`config.mk`:
```
export PLATFORM = sky130hd
export DESIGN_NAME = gpio_irq_unit
export DESIGN_NICKNAME = d
export VERILOG_FILES = /design/src/rtl/gpio_irq_pkg.sv /design/src/rtl/gpio_sync.sv /design/src/rtl/gpio_trig.sv /design/src/rtl/gpio_stat.sv /design/src/rtl/gpio_irq_unit.sv
export SDC_FILE = /design/constraint.sdc
export NUM_CORES = 1
export LEC_CHECK = 0
export CAP_MARGIN = 20
export CELL_PAD_IN_SITES_DETAIL_PLACEMENT = 0
export CELL_PAD_IN_SITES_GLOBAL_PLACEMENT = 1
export CORE_ASPECT_RATIO = 1.1
export CORE_MARGIN = 1.5
export CORE_UTILIZATION = 46
export CTS_BUF_LIST = sky130_fd_sc_hd__clkbuf_2 sky130_fd_sc_hd__clkbuf_4 sky130_fd_sc_hd__clkbuf_8
export DETAILED_ROUTE_END_ITERATION = 6
export GPL_TIMING_DRIVEN = 0
export PLACE_DENSITY = 0.95
export SETUP_SLACK_MARGIN = 0.1
export SLEW_MARGIN = 15
export SYNTH_ARGS = -nofsm -noshare
export SYNTH_HDL_FRONTEND = slang
export SYNTH_SLANG_ARGS = --single-unit
```
`constraint.sdc`:
```
create_clock -name clk_i -period 3.49 [get_ports clk_i]
set_clock_uncertainty 0.05 [all_clocks]
set_input_delay 0.698 -clock clk_i [delete_from_list [all_inputs] [get_ports clk_i]]
set_output_delay 0.698 -clock clk_i [all_outputs]
set_load 0.005 [all_outputs]
```
`src/rtl/gpio_irq_pkg.sv`:
```
package gpio_irq_pkg;

  typedef enum logic [2:0] {
    STY_HIGH = 3'd0,
    STY_LOW  = 3'd1,
    STY_RISE = 3'd2,
    STY_FALL = 3'd3,
    STY_BOTH = 3'd4
  } gpio_style_e;

  localparam int unsigned STY_W = 3;

  localparam logic [7:0] OFF_DOUT = 8'h00;
  localparam logic [7:0] OFF_DIR  = 8'h04;
  localparam logic [7:0] OFF_DIN  = 8'h08;
  localparam logic [7:0] OFF_STAT = 8'h0C;
  localparam logic [7:0] OFF_STYA = 8'h10;
  localparam logic [7:0] OFF_STYB = 8'h14;

endpackage

```
`src/rtl/gpio_sync.sv`:
```
module gpio_sync #(
  parameter int unsigned W = 16
) (
  input  logic         clk_i,
  input  logic         rst_ni,
  input  logic [W-1:0] d_i,
  output logic [W-1:0] q_o
);
  logic [W-1:0] meta_q, sync_q;

  always_ff @(posedge clk_i or negedge rst_ni) begin
    if (!rst_ni) begin
      meta_q <= '0;
      sync_q <= '0;
    end else begin
      meta_q <= d_i;
      sync_q <= meta_q;
    end
  end

  assign q_o = sync_q;
endmodule

```
`src/rtl/gpio_trig.sv`:
```
module gpio_trig
  import gpio_irq_pkg::*;
#(
  parameter int unsigned W = 16
) (
  input  logic             clk_i,
  input  logic             rst_ni,
  input  logic [W-1:0]     sync_i,
  input  logic [STY_W*W-1:0] style_i,
  output logic [W-1:0]     hit_o
);
  logic [W-1:0] prev_q;

  always_ff @(posedge clk_i or negedge rst_ni) begin
    if (!rst_ni) prev_q <= '0;
    else         prev_q <= sync_i;
  end

  for (genvar i = 0; i < W; i++) begin : g_line
    logic [STY_W-1:0] code;
    logic             rise, fall;
    assign code = style_i[STY_W*i +: STY_W];
    assign rise = sync_i[i] & ~prev_q[i];
    assign fall = ~sync_i[i] & prev_q[i];

    always_comb begin
      case (code)
        STY_HIGH: hit_o[i] = sync_i[i];
        STY_LOW:  hit_o[i] = ~sync_i[i];
        STY_RISE: hit_o[i] = rise;
        STY_FALL: hit_o[i] = fall;
        STY_BOTH: hit_o[i] = rise | fall;
        default:  hit_o[i] = 1'b0;
      endcase
    end
  end
endmodule

```
`src/rtl/gpio_stat.sv`:
```
module gpio_stat #(
  parameter int unsigned W = 16
) (
  input  logic         clk_i,
  input  logic         rst_ni,
  input  logic [W-1:0] hit_i,
  input  logic [W-1:0] clr_i,
  output logic [W-1:0] stat_o
);
  logic [W-1:0] stat_q;

  // a new event outranks a clear of the same bit
  always_ff @(posedge clk_i or negedge rst_ni) begin
    if (!rst_ni) stat_q <= '0;
    else         stat_q <= (stat_q & ~clr_i) | hit_i;
  end

  assign stat_o = stat_q;
endmodule

```
`src/rtl/gpio_irq_unit.sv`:
```
module gpio_irq_unit
  import gpio_irq_pkg::*;
#(
  parameter int unsigned NUM_LINES = 16,
  parameter int unsigned IRQ_LINES = 13,
  parameter int unsigned AW        = 5,
  parameter int unsigned DW        = 32
) (
  input  logic                 clk_i,
  input  logic                 rst_ni,
  input  logic                 bus_en_i,
  input  logic                 bus_we_i,
  input  logic [AW-1:0]        bus_addr_i,
  input  logic [DW-1:0]        bus_wdata_i,
  output logic [DW-1:0]        bus_rdata_o,
  input  logic [NUM_LINES-1:0] pin_i,
  output logic [NUM_LINES-1:0] pin_o,
  output logic [NUM_LINES-1:0] pin_oe_o,
  output logic [IRQ_LINES-1:0] irq_o
);
  localparam int unsigned HALF = NUM_LINES / 2;
  localparam int unsigned SW   = STY_W * HALF;

  logic [NUM_LINES-1:0]       out_q, dir_q, sync, hit, stat_q, clr;
  logic [STY_W*NUM_LINES-1:0] sty_q;
  logic                       wr_en;
  logic                       unused_wdata;

  assign wr_en        = bus_en_i & bus_we_i;
  assign unused_wdata = ^bus_wdata_i[DW-1:SW];

  always_ff @(posedge clk_i or negedge rst_ni) begin
    if (!rst_ni) begin
      out_q <= '0;
      dir_q <= '1;
      sty_q <= '0;
    end else if (wr_en) begin
      if (bus_addr_i == AW'(OFF_DOUT)) out_q <= bus_wdata_i[NUM_LINES-1:0];
      if (bus_addr_i == AW'(OFF_DIR))  dir_q <= bus_wdata_i[NUM_LINES-1:0];
      if (bus_addr_i == AW'(OFF_STYA)) sty_q[SW-1:0]    <= bus_wdata_i[SW-1:0];
      if (bus_addr_i == AW'(OFF_STYB)) sty_q[2*SW-1:SW] <= bus_wdata_i[SW-1:0];
    end
  end

  assign clr = (wr_en && bus_addr_i == AW'(OFF_STAT)) ? bus_wdata_i[NUM_LINES-1:0] : '0;

  gpio_sync #(.W(NUM_LINES)) u_sync (
    .clk_i (clk_i),
    .rst_ni(rst_ni),
    .d_i   (pin_i),
    .q_o   (sync)
  );

  gpio_trig #(.W(NUM_LINES)) u_trig (
    .clk_i  (clk_i),
    .rst_ni (rst_ni),
    .sync_i (sync),
    .style_i(sty_q),
    .hit_o  (hit)
  );

  gpio_stat #(.W(NUM_LINES)) u_stat (
    .clk_i (clk_i),
    .rst_ni(rst_ni),
    .hit_i (hit),
    .clr_i (clr),
    .stat_o(stat_q)
  );

  always_comb begin
    bus_rdata_o = '0;
    if (bus_addr_i == AW'(OFF_DOUT))      bus_rdata_o = DW'(out_q);
    else if (bus_addr_i == AW'(OFF_DIR))  bus_rdata_o = DW'(dir_q);
    else if (bus_addr_i == AW'(OFF_DIN))  bus_rdata_o = DW'(sync);
    else if (bus_addr_i == AW'(OFF_STAT)) bus_rdata_o = DW'(stat_q);
    else if (bus_addr_i == AW'(OFF_STYA)) bus_rdata_o = DW'(sty_q[SW-1:0]);
    else if (bus_addr_i == AW'(OFF_STYB)) bus_rdata_o = DW'(sty_q[2*SW-1:SW]);
  end

  assign pin_o    = out_q;
  assign pin_oe_o = ~dir_q;
  assign irq_o    = stat_q[IRQ_LINES-1:0];
endmodule

```
; ---- Word level (Yosys, flattened, before mapping)
; Cells that the tools add are included.
[totals]
in_bits = 57
output_inout_bits = 77
elab_cells = 207
register_bits = 144
[op_classes]
n_reduce_logical = 22
n_mux = 23
n_bitwise = 85
eq_ne = 69
[op_table]
columns = cell, n
row1 = 2-to-1 mux 24 bit, 6
row2 = equality test 3 x 2 -> 1 bit (second input constant), 32
row3 = one-hot mux 1 bit (5 select lines), 16
row4 = equality test 3 x 1 -> 1 bit (second input constant), 16
row5 = equality test 3 bit (second input constant), 16
row6 = logical NOT 3 bit, 16
row7 = bitwise AND 1 bit, 33
row8 = NOT 1 bit, 32
row9 = NOT 16 bit, 2
row10 = bitwise AND 16 bit, 1
row11 = 2-to-1 mux 16 bit, 1
row12 = bitwise OR 1 bit, 16
row13 = bitwise OR 16 bit, 1
row14 = equality test 5 x 4 -> 1 bit (second input constant), 2
row15 = equality test 5 bit (second input constant), 2
row16 = AND reduction 2 bit, 4
row17 = equality test 5 x 3 -> 1 bit (second input constant), 1
row18 = logical NOT 5 bit, 1
row19 = logical AND 1 bit, 1

; ---- Longest topological paths before layout
; Gate-level depths: netlist of run 1.
[logic_depth]
ltp_word = 7
mapped_depth = 8
mapped_depth_nobuf = 6

; ---- Cells and area by module
; Synthesis of run 1 repeated with hierarchy kept, for this count alone.
[hier_totals]
cells_unflattened = 663
area_unflattened_um2 = 7378.3
[modules_own_cells]
columns = module, n_inst, area_each_um2, cells_per_inst, seq_area_each_um2
row1 = gpio_irq_unit, 1, 4342.9, 407, 2021.9
row2 = gpio_trig, 1, 1654.1, 176, 400.4
row3 = gpio_sync, 1, 800.8, 32, 800.8
row4 = gpio_stat, 1, 580.6, 48, 400.4

; ---- Least setup slack after synthesis of run 1
; OpenSTA, ideal clock, no wires.
[synth_path]
path_kind = in2out
from = in bus_addr_i[4]
to = out bus_rdata_o[5]
n_path_buf = 3
path_stages = 7
t_required_ns = 2.742
arrival_ns = 2.050
slack_ns = 0.692
path_cell_list = buf_6 or4b_1 clkbuf_1 buf_2 a21oi_1 a21oi_1 a211o_1
[synth_via]
elab_chain_len = 7
elab_cells_between_ends = 12
classes_between = 5 x eq/ne / 6 x mux / 1 x reduce/logical
[synth_rtl]
columns = element, line_no
row1 = "start, declared", gpio_irq_unit.sv:13  ; input logic [AW-1:0] bus_addr_i,
row2 = equality test 5 bit, gpio_irq_unit.sv:77  ; else if (bus_addr_i == AW'(OFF_STYB)) bus_rdata_o = DW'(sty_q[2*SW-1:SW]);
row3 = 2-to-1 mux 24 bit, gpio_irq_unit.sv:77
row4 = 2-to-1 mux 24 bit, gpio_irq_unit.sv:76  ; else if (bus_addr_i == AW'(OFF_STYA)) bus_rdata_o = DW'(sty_q[SW-1:0]);
row5 = 2-to-1 mux 24 bit, gpio_irq_unit.sv:75  ; else if (bus_addr_i == AW'(OFF_STAT)) bus_rdata_o = DW'(stat_q);
row6 = 2-to-1 mux 24 bit, gpio_irq_unit.sv:74  ; else if (bus_addr_i == AW'(OFF_DIN)) bus_rdata_o = DW'(sync);
row7 = 2-to-1 mux 24 bit, gpio_irq_unit.sv:73  ; else if (bus_addr_i == AW'(OFF_DIR)) bus_rdata_o = DW'(dir_q);
row8 = 2-to-1 mux 24 bit (*), gpio_irq_unit.sv:72  ; if (bus_addr_i == AW'(OFF_DOUT)) bus_rdata_o = DW'(out_q);
row9 = "end, declared", gpio_irq_unit.sv:15  ; output logic [DW-1:0] bus_rdata_o,
; Mark *: on every way between the ends. The rest lies on a longest branch, timed or not.

; ---- Worst setup path after layout of run 1
[layout_path]
from = in bus_addr_i[3]
to = out bus_rdata_o[2]
; Same word-level chain as after synthesis.

==> qor.txt, run 1 <==
Reg2reg end: u_stat.stat_o[1]$_DFF_PN0_
Netlist cell types: 45
Max-slew violations: 0
Die height: 137 um
Pwr Density: 448 nW/um2
Post-CTS Hold Fix Bufs: 0
Status: completed
Cell repeated most along the worst path: a21oi_1
Antenna violations before repair: 0
TritonCTS Buffers: 17
Yosys reg bits: 144
Most frequent cells in the layout: 128 x dfrtp_1, 100 x clkdlybuf4s50_1, 77 x inv_1
Number of global-route vias before repair: 5759
Rows: 48
Fin Hold WS: 123 ps
Internal power: 3.16 mW
Worst setup margin: 108 ps
Initial core utilization: 0.473
Largest net degree at the start of global routing: 76
Die ar.: 17000 um2
Cell Area, Placed: 8930 um2
H-tree depth: 4
Fmax achieved: 0.296 GHz
Reg2Reg Setup Slack: 2040 ps
Hpwl dp: 14100 um
Total grt overflow: 0
Clk slew on worst S/H paths: 70 ps
Sequential share of power: 0.475
Commonest non-fill, non-tap cell in the layout: dfrtp_1
Req. time, crit path: 2740 ps
Combinational Power Share: 0.163
Crit path kind: in -> out
Avg Inst Size Synth: 10.9 um2
Clock power frac: 0.362
Final Hold Viols: 0
Fin area: 9510 um2
Layout Area Growth over Synthesis: 27.3%
P_leak: 4.58 nW
Core area: 15800 um2
CTS Sinks: 144
Setup-failing EPs final: 0
Switching Share: 0.259
Post-synth design cell area: 7470 um2
DR WL/cell: 19.4 um
Min Tclk post-route: 3380 ps
Clock buffer depth: 2
PortBufs: 115
First-pass GRT wire length: 32000 um
Worst slew margin: 0.479
HP Class: in -> async
Clk root buf: clkbuf_8
Post-synthesis sequential area ratio: 0.485
CP Capture Type: output port
Crit-path cells: clkdlybuf4s15_2, buf_6, or4b_1, clkbuf_8, a21oi_1, a21oi_1, a211o_1, clkdlybuf4s50_1
Drt via density: 5.49
Synth Instances: 686
I/O Pins: 134
CTS tree: built
Initial drt markers: 516
Fin nets: 923
WP data arrival: 2630 ps
Net switching power: 1.11 mW
Worst vdd ir: 242 uV
Largest fanout on the critical path: 6
R2R cell count: 5
CP max stage delay: 460 ps
TritonRoute pass-1 iters: 5
RSZ-0062 raised after global routing: true
Remaining DRCs: 0
Detail Route Antenna Nets: 0
Crit path launch type: input port
N_diodes: 0
Reg-to-Reg Start: u_sync.q_o[1]$_DFF_PN0_
Ys Warns: 0
Setup TNS: 0 ps
Period utilisation layout: 0.969
Place WS: -834 ps
GPL Wtd Cong: 0.874
Gr usage total: 0.250
Actual slew at the worst max-slew pin: 781 ps
Synth Flop Type: dfrtp_1
EDFF count, synth: 0
Ys async rst share: 1.00
Layout cells sized above 1: 0.211
Total number of vias: 5745
Crit-path slowest cell: or4b_1
Max-cap check violation count: 0
Die Wd: 124 um
Wirelength, routed: 20300 um
Latest clock arrival within the worst-skew pair: 470 ps
==> worst max-delay path by stage <==
| stage | from | cells after the start | endpoint |
|---|---|---|---|
| after detailed placement | bus_addr_i[3] | 8 | bus_rdata_o[6] |
| final | bus_addr_i[3] | 8 | bus_rdata_o[2] |
| after global placement | rst_ni | 1 | u_sync.q_o[0]$_DFF_PN0_ |
| after CTS | bus_addr_i[3] | 9 | bus_rdata_o[6] |
| after global routing | bus_addr_i[3] | 8 | bus_rdata_o[2] |
| after floorplan | bus_addr_i[4] | 7 | bus_rdata_o[5] |
==> Yosys cell counts (2+ instances only) <==
cell	instances	area, um2
a211o_1	16	140
a211oi_1	2	15.0
a21oi_1	30	150
a221oi_1	16	140
a22o_1	5	43.8
and3b_1	15	131
buf_2	7	35.0
buf_4	27	203
buf_6	4	45.0
clkbuf_1	18	67.6
dfrtp_1	128	3200
dfstp_2	16	420
ha_1	32	400
inv_1	77	289
mux2_2	41	462
mux2_4	15	225
mux2i_1	27	270
nand2_1	55	206
nand2b_1	2	12.5
nand3_1	15	75.1
nor2_1	8	30.0
nor2b_1	5	31.3
nor3_2	2	20.0
nor3b_1	4	30.0
nor4_4	2	42.5
o211ai_1	12	90.1
o21ai_0	62	310
o311ai_0	10	87.6
o311ai_1	2	17.5
o31ai_1	3	22.5
xnor2_1	3	26.3
xor2_1	12	105
==> area by class of cell <==
type / count / area [um2]
clock buffers: 22 / 284
fillers: 1305 / 6280
clock inverters: 10 / 183
well taps: 200 / 250
multi-input cells: 415 / 3260
repair buffers: 123 / 1220
inverters: 77 / 289
plain buffers: 56 / 397
flip-flops and latches: 144 / 3620
==> power groups by stage <==
stage / Sequential (mW) / Combinational (mW) / Clock [mW]
global placement: 2.05 / 0.660 / 0
CTS: 2.02 / 0.696 / 1.57
global route: 2.05 / 0.761 / 1.64
detailed placement: 2.05 / 0.684 / 0
floorplan: 2.00 / 0.351 / 0
finish: 2.02 / 0.695 / 1.54
==> kinds of logic after synthesis <==
family	Yosys count	synth area share
compound gates	162	0.141
xor+xnor	15	0.0176
fa+ha+maj	32	0.0536
buf+inv	134	0.0861
flops	144	0.485
mux	83	0.128
other cells	1	0.000502
simple gates	115	0.0883
==> worst max-delay path, delay by kind of cell <==
| family | cells | cell delay [ps] |
|---|---|---|
| simple gates | 1 | 460 |
| buf+inv | 4 | 950 |
| compound gates | 3 | 510 |
==> repair_timing <==
action                                  4_1_cts  5_1_grt
gates resized for setup                      47        7
gates cloned                                  1        0
endpoints found under the setup margin       24       12
setup buffers                                 6        0
pin swaps                                     3        1
==> per-layer routing <==
| metal | track usage | vias up | part of all wire |
|---|---|---|---|
| met1 | 0.327 | 2809 | 0.43 |
| met3 | 0.0618 | 47 | 0.063 |
| met5 | 0 | - | 0 |
| li1 | - | 2664 | - |
| met4 | 0.119 | 0 | 0.031 |
| met2 | 0.395 | 225 | 0.48 |
==> flip-flops by register name, summed over array words and instances (netlist names) <==
name,flops
u_sync.q_o,16
u_stat.stat_o,16
pin_o,16
u_trig.prev_q,16
sty_q,48
dir_q,16
u_sync.meta_q,16
==> per-stage QoR <==
stage                util  power [mW]  cells
floorplan               -        2.36    693
global placement    0.563        2.70   1008
detailed placement  0.565        2.74   1009
CTS                 0.601        4.28   1047
global route        0.602        4.45   1047
finish              0.602        4.26   1047
No activity file was read; power rests on OpenSTA's default activity.
==> inputs of run 2 (changes only) <==
- CORE_MARGIN: 1.5 -> 3
- HOLD_SLACK_MARGIN: unset -> 0.02
==> qor.txt, run 2 (synthesis gave the netlist of run 1 again) <==
Status: completed
Switching Share: 0.275 (+0.0161)
Setup TNS: 0 ps (unchanged)
TritonRoute pass-1 iters: 5 (unchanged)
Pwr Density: 431 nW/um2 (-3.9%)
PortBufs: 115 (unchanged)
Post-layout util: 0.598 (-0.00412)
Die Wd: 127 um (+2.4%)
Crit path kind: in -> out
Cell family with most CP delay: buffers and inverters
Core area: 15800 um2 (unchanged)
Crit path launch type: input port
Clk slew on worst S/H paths: 70 ps (about the same)
Die ar.: 17800 um2 (+4.7%)
DR WL/cell: 19.3 um (-0.50%)
Clk root buf: clkbuf_8
Buf/Inv on CP: 4 (unchanged)
CP max stage delay: 490 ps (+30 ps)
First-pass GRT wire length: 31500 um (-1.4%)
RSZ-0062 raised after global routing: false
Worst setup margin: 158 ps (+50.3 ps)
Max-cap check violation count: 0 (unchanged)
Clock power frac: 0.333 (-0.029)
Largest Register: sty_q
Rows: 48 (unchanged)
Min Tclk post-route: 3330 ps (-50.3 ps)
Combinational Power Share: 0.169 (+0.006)
Largest fanout on the critical path: 11 (+5)
Final Hold Viols: 0 (unchanged)
Setup-failing EPs final: 0 (unchanged)
Worst slew margin: 0.533 (+0.0539)
Initial drt markers: 552 (+7.0%)
P_leak: 4.55 nW (-0.77%)
CTS tree: built
Req. time, crit path: 2740 ps (about the same)
Largest net degree at the start of global routing: 102 (+34%)
Clock buffer depth: 2 (unchanged)
GPL Wtd Cong: 0.899 (+2.8%)
Drt via density: 5.48 (-0.12%)
Crit-path slowest cell: clkdlybuf4s50_1
Worst vdd ir: 254 uV (+4.8%)
Hpwl dp: 14000 um (-0.34%)
Total grt overflow: 0 (unchanged)
Fin area: 9450 um2 (-0.68%)
Net switching power: 1.12 mW (+1.3%)
HP Class: in -> async
Actual slew at the worst max-slew pin: 700 ps (-80.8 ps)
Internal power: 2.95 mW (-6.7%)
Remaining DRCs: 0 (unchanged)
TritonCTS Buffers: 17 (unchanged)
I/O Pins: 134 (unchanged)
Detail Route Antenna Nets: 0 (unchanged)
WP data arrival: 2580 ps (-50 ps)
Place WS: -812 ps (+22.1 ps)
Die height: 140 um (+2.2%)
Wirelength, routed: 20200 um (-0.50%)
Commonest non-fill, non-tap cell in the layout: dfrtp_1
Max-slew violations: 0 (unchanged)
Latest clock arrival within the worst-skew pair: 460 ps (about the same)
Antenna violations before repair: 0 (unchanged)
Gr usage total: 0.232 (-0.0184)
Layout cells sized above 1: 0.208 (-0.00354)
N_diodes: 0 (unchanged)
H-tree depth: 4 (unchanged)
Sequential share of power: 0.497 (+0.022)
Layout Area Growth over Synthesis: 26.5%
Total number of vias: 5738 (-0.12%)
Fin nets: 923 (unchanged)
Fmax achieved: 0.300 GHz (+1.5%)
Fin Hold WS: 80.1 ps (-43.1 ps)
Most frequent cells in the layout: 128 x dfrtp_1, 100 x clkdlybuf4s50_1, 77 x inv_1
Period utilisation layout: 0.955 (-0.0144)
CTS Sinks: 144 (unchanged)
Crit-path cells: clkdlybuf4s15_2, or3_4, buf_4, nor3_4, buf_6, a211o_1, clkdlybuf4s50_1
Initial core utilization: 0.473 (unchanged)
CP Capture Type: output port
Cell Area, Placed: 8930 um2 (unchanged)
Number of flip-flops in the largest register: 48 (unchanged)
Number of global-route vias before repair: 5663 (-1.7%)
-- run 2: cell count changes in the layout (fill, tap and decap cells not counted), moves of 2 or more --
cell	before	now
bufinv_16	5	3
clkbuf_4	7	4
buf_6	6	8
clkinv_2	3	6
a21oi_1	28	30
buf_4	33	31
clkinvlp_4	0	3
a21oi_2	2	0
clkbuf_8	20	18
-- run 2: worst register-to-register path: cells and delay by family (launching register included) --
kind,cells,cell delay [ps]
buf+inv,1,80
compound gates,3,370
flops,1,520
fa+ha+maj,1,290
-- run 2: final timing paths --
check                                         endpoint  slack, ps  cells past startpoint                        from
setup reg to reg            u_stat.stat_o[4]$_DFF_PN0_       2050                      5     u_sync.q_o[4]$_DFF_PN0_
max in group asynchronous         dir_q[1]$_DFFE_PN1P_       2510                      2                      rst_ni
setup / recovery                        bus_rdata_o[1]        160                      7               bus_addr_i[0]
hold / removal             u_sync.meta_q[12]$_DFF_PN0_         80                      1                      rst_ni
min in group clk_i             u_sync.q_o[0]$_DFF_PN0_        300                      0  u_sync.meta_q[0]$_DFF_PN0_
hold reg to reg                u_sync.q_o[0]$_DFF_PN0_        300                      0  u_sync.meta_q[0]$_DFF_PN0_
-- run 2: layout make-up --
class | count | area, um2
clock buffers | 17 | 234
well taps | 200 | 250
fillers | 1301 | 6350
multi-input cells | 415 | 3250
clock inverters | 15 | 169
repair buffers | 123 | 1220
inverters | 77 | 289
flip-flops and latches | 144 | 3620
plain buffers | 56 | 400
-- run 2: routing by layer --
layer | wire length (um) | global-route usage | vias up
met5 | 0 | 0 | -
met4 | 651 | 0.0937 | 0
met3 | 1700 | 0.0549 | 41
met2 | 9310 | 0.355 | 260
met1 | 8550 | 0.318 | 2782
li1 | - | - | 2655
-- run 2: repair_timing --
action / 4_1_cts / 5_1_grt
hold endpoints to repair: 0 / 0
buffers inserted: 6 / 0
gates resized for setup: 48 / 6
setup endpoints to repair: 24 / 11
pin swaps: 3 / 2
hold buffers: 0 / 0
cloned: 1 / 0
-- run 2: power by group through the flow --
| stage | clock network [mW] | logic (mW) | registers [mW] |
|---|---|---|---|
| 5_1_grt | 1.46 | 0.761 | 2.05 |
| 2_1_floorplan | 0 | 0.351 | 2.00 |
| 4_1_cts | 1.38 | 0.692 | 2.02 |
| 3_5_place_dp | 0 | 0.681 | 2.05 |
| 6_report | 1.36 | 0.689 | 2.02 |
| 3_3_place_gp | 0 | 0.661 | 2.04 |
-- run 2: per-stage QoR --
step                      power, mW  std cells
after floorplan                2.36        693
after global placement         2.70       1008
after detailed placement       2.73       1009
after CTS                      4.09       1047
after global routing           4.26       1047
final                          4.07       1047
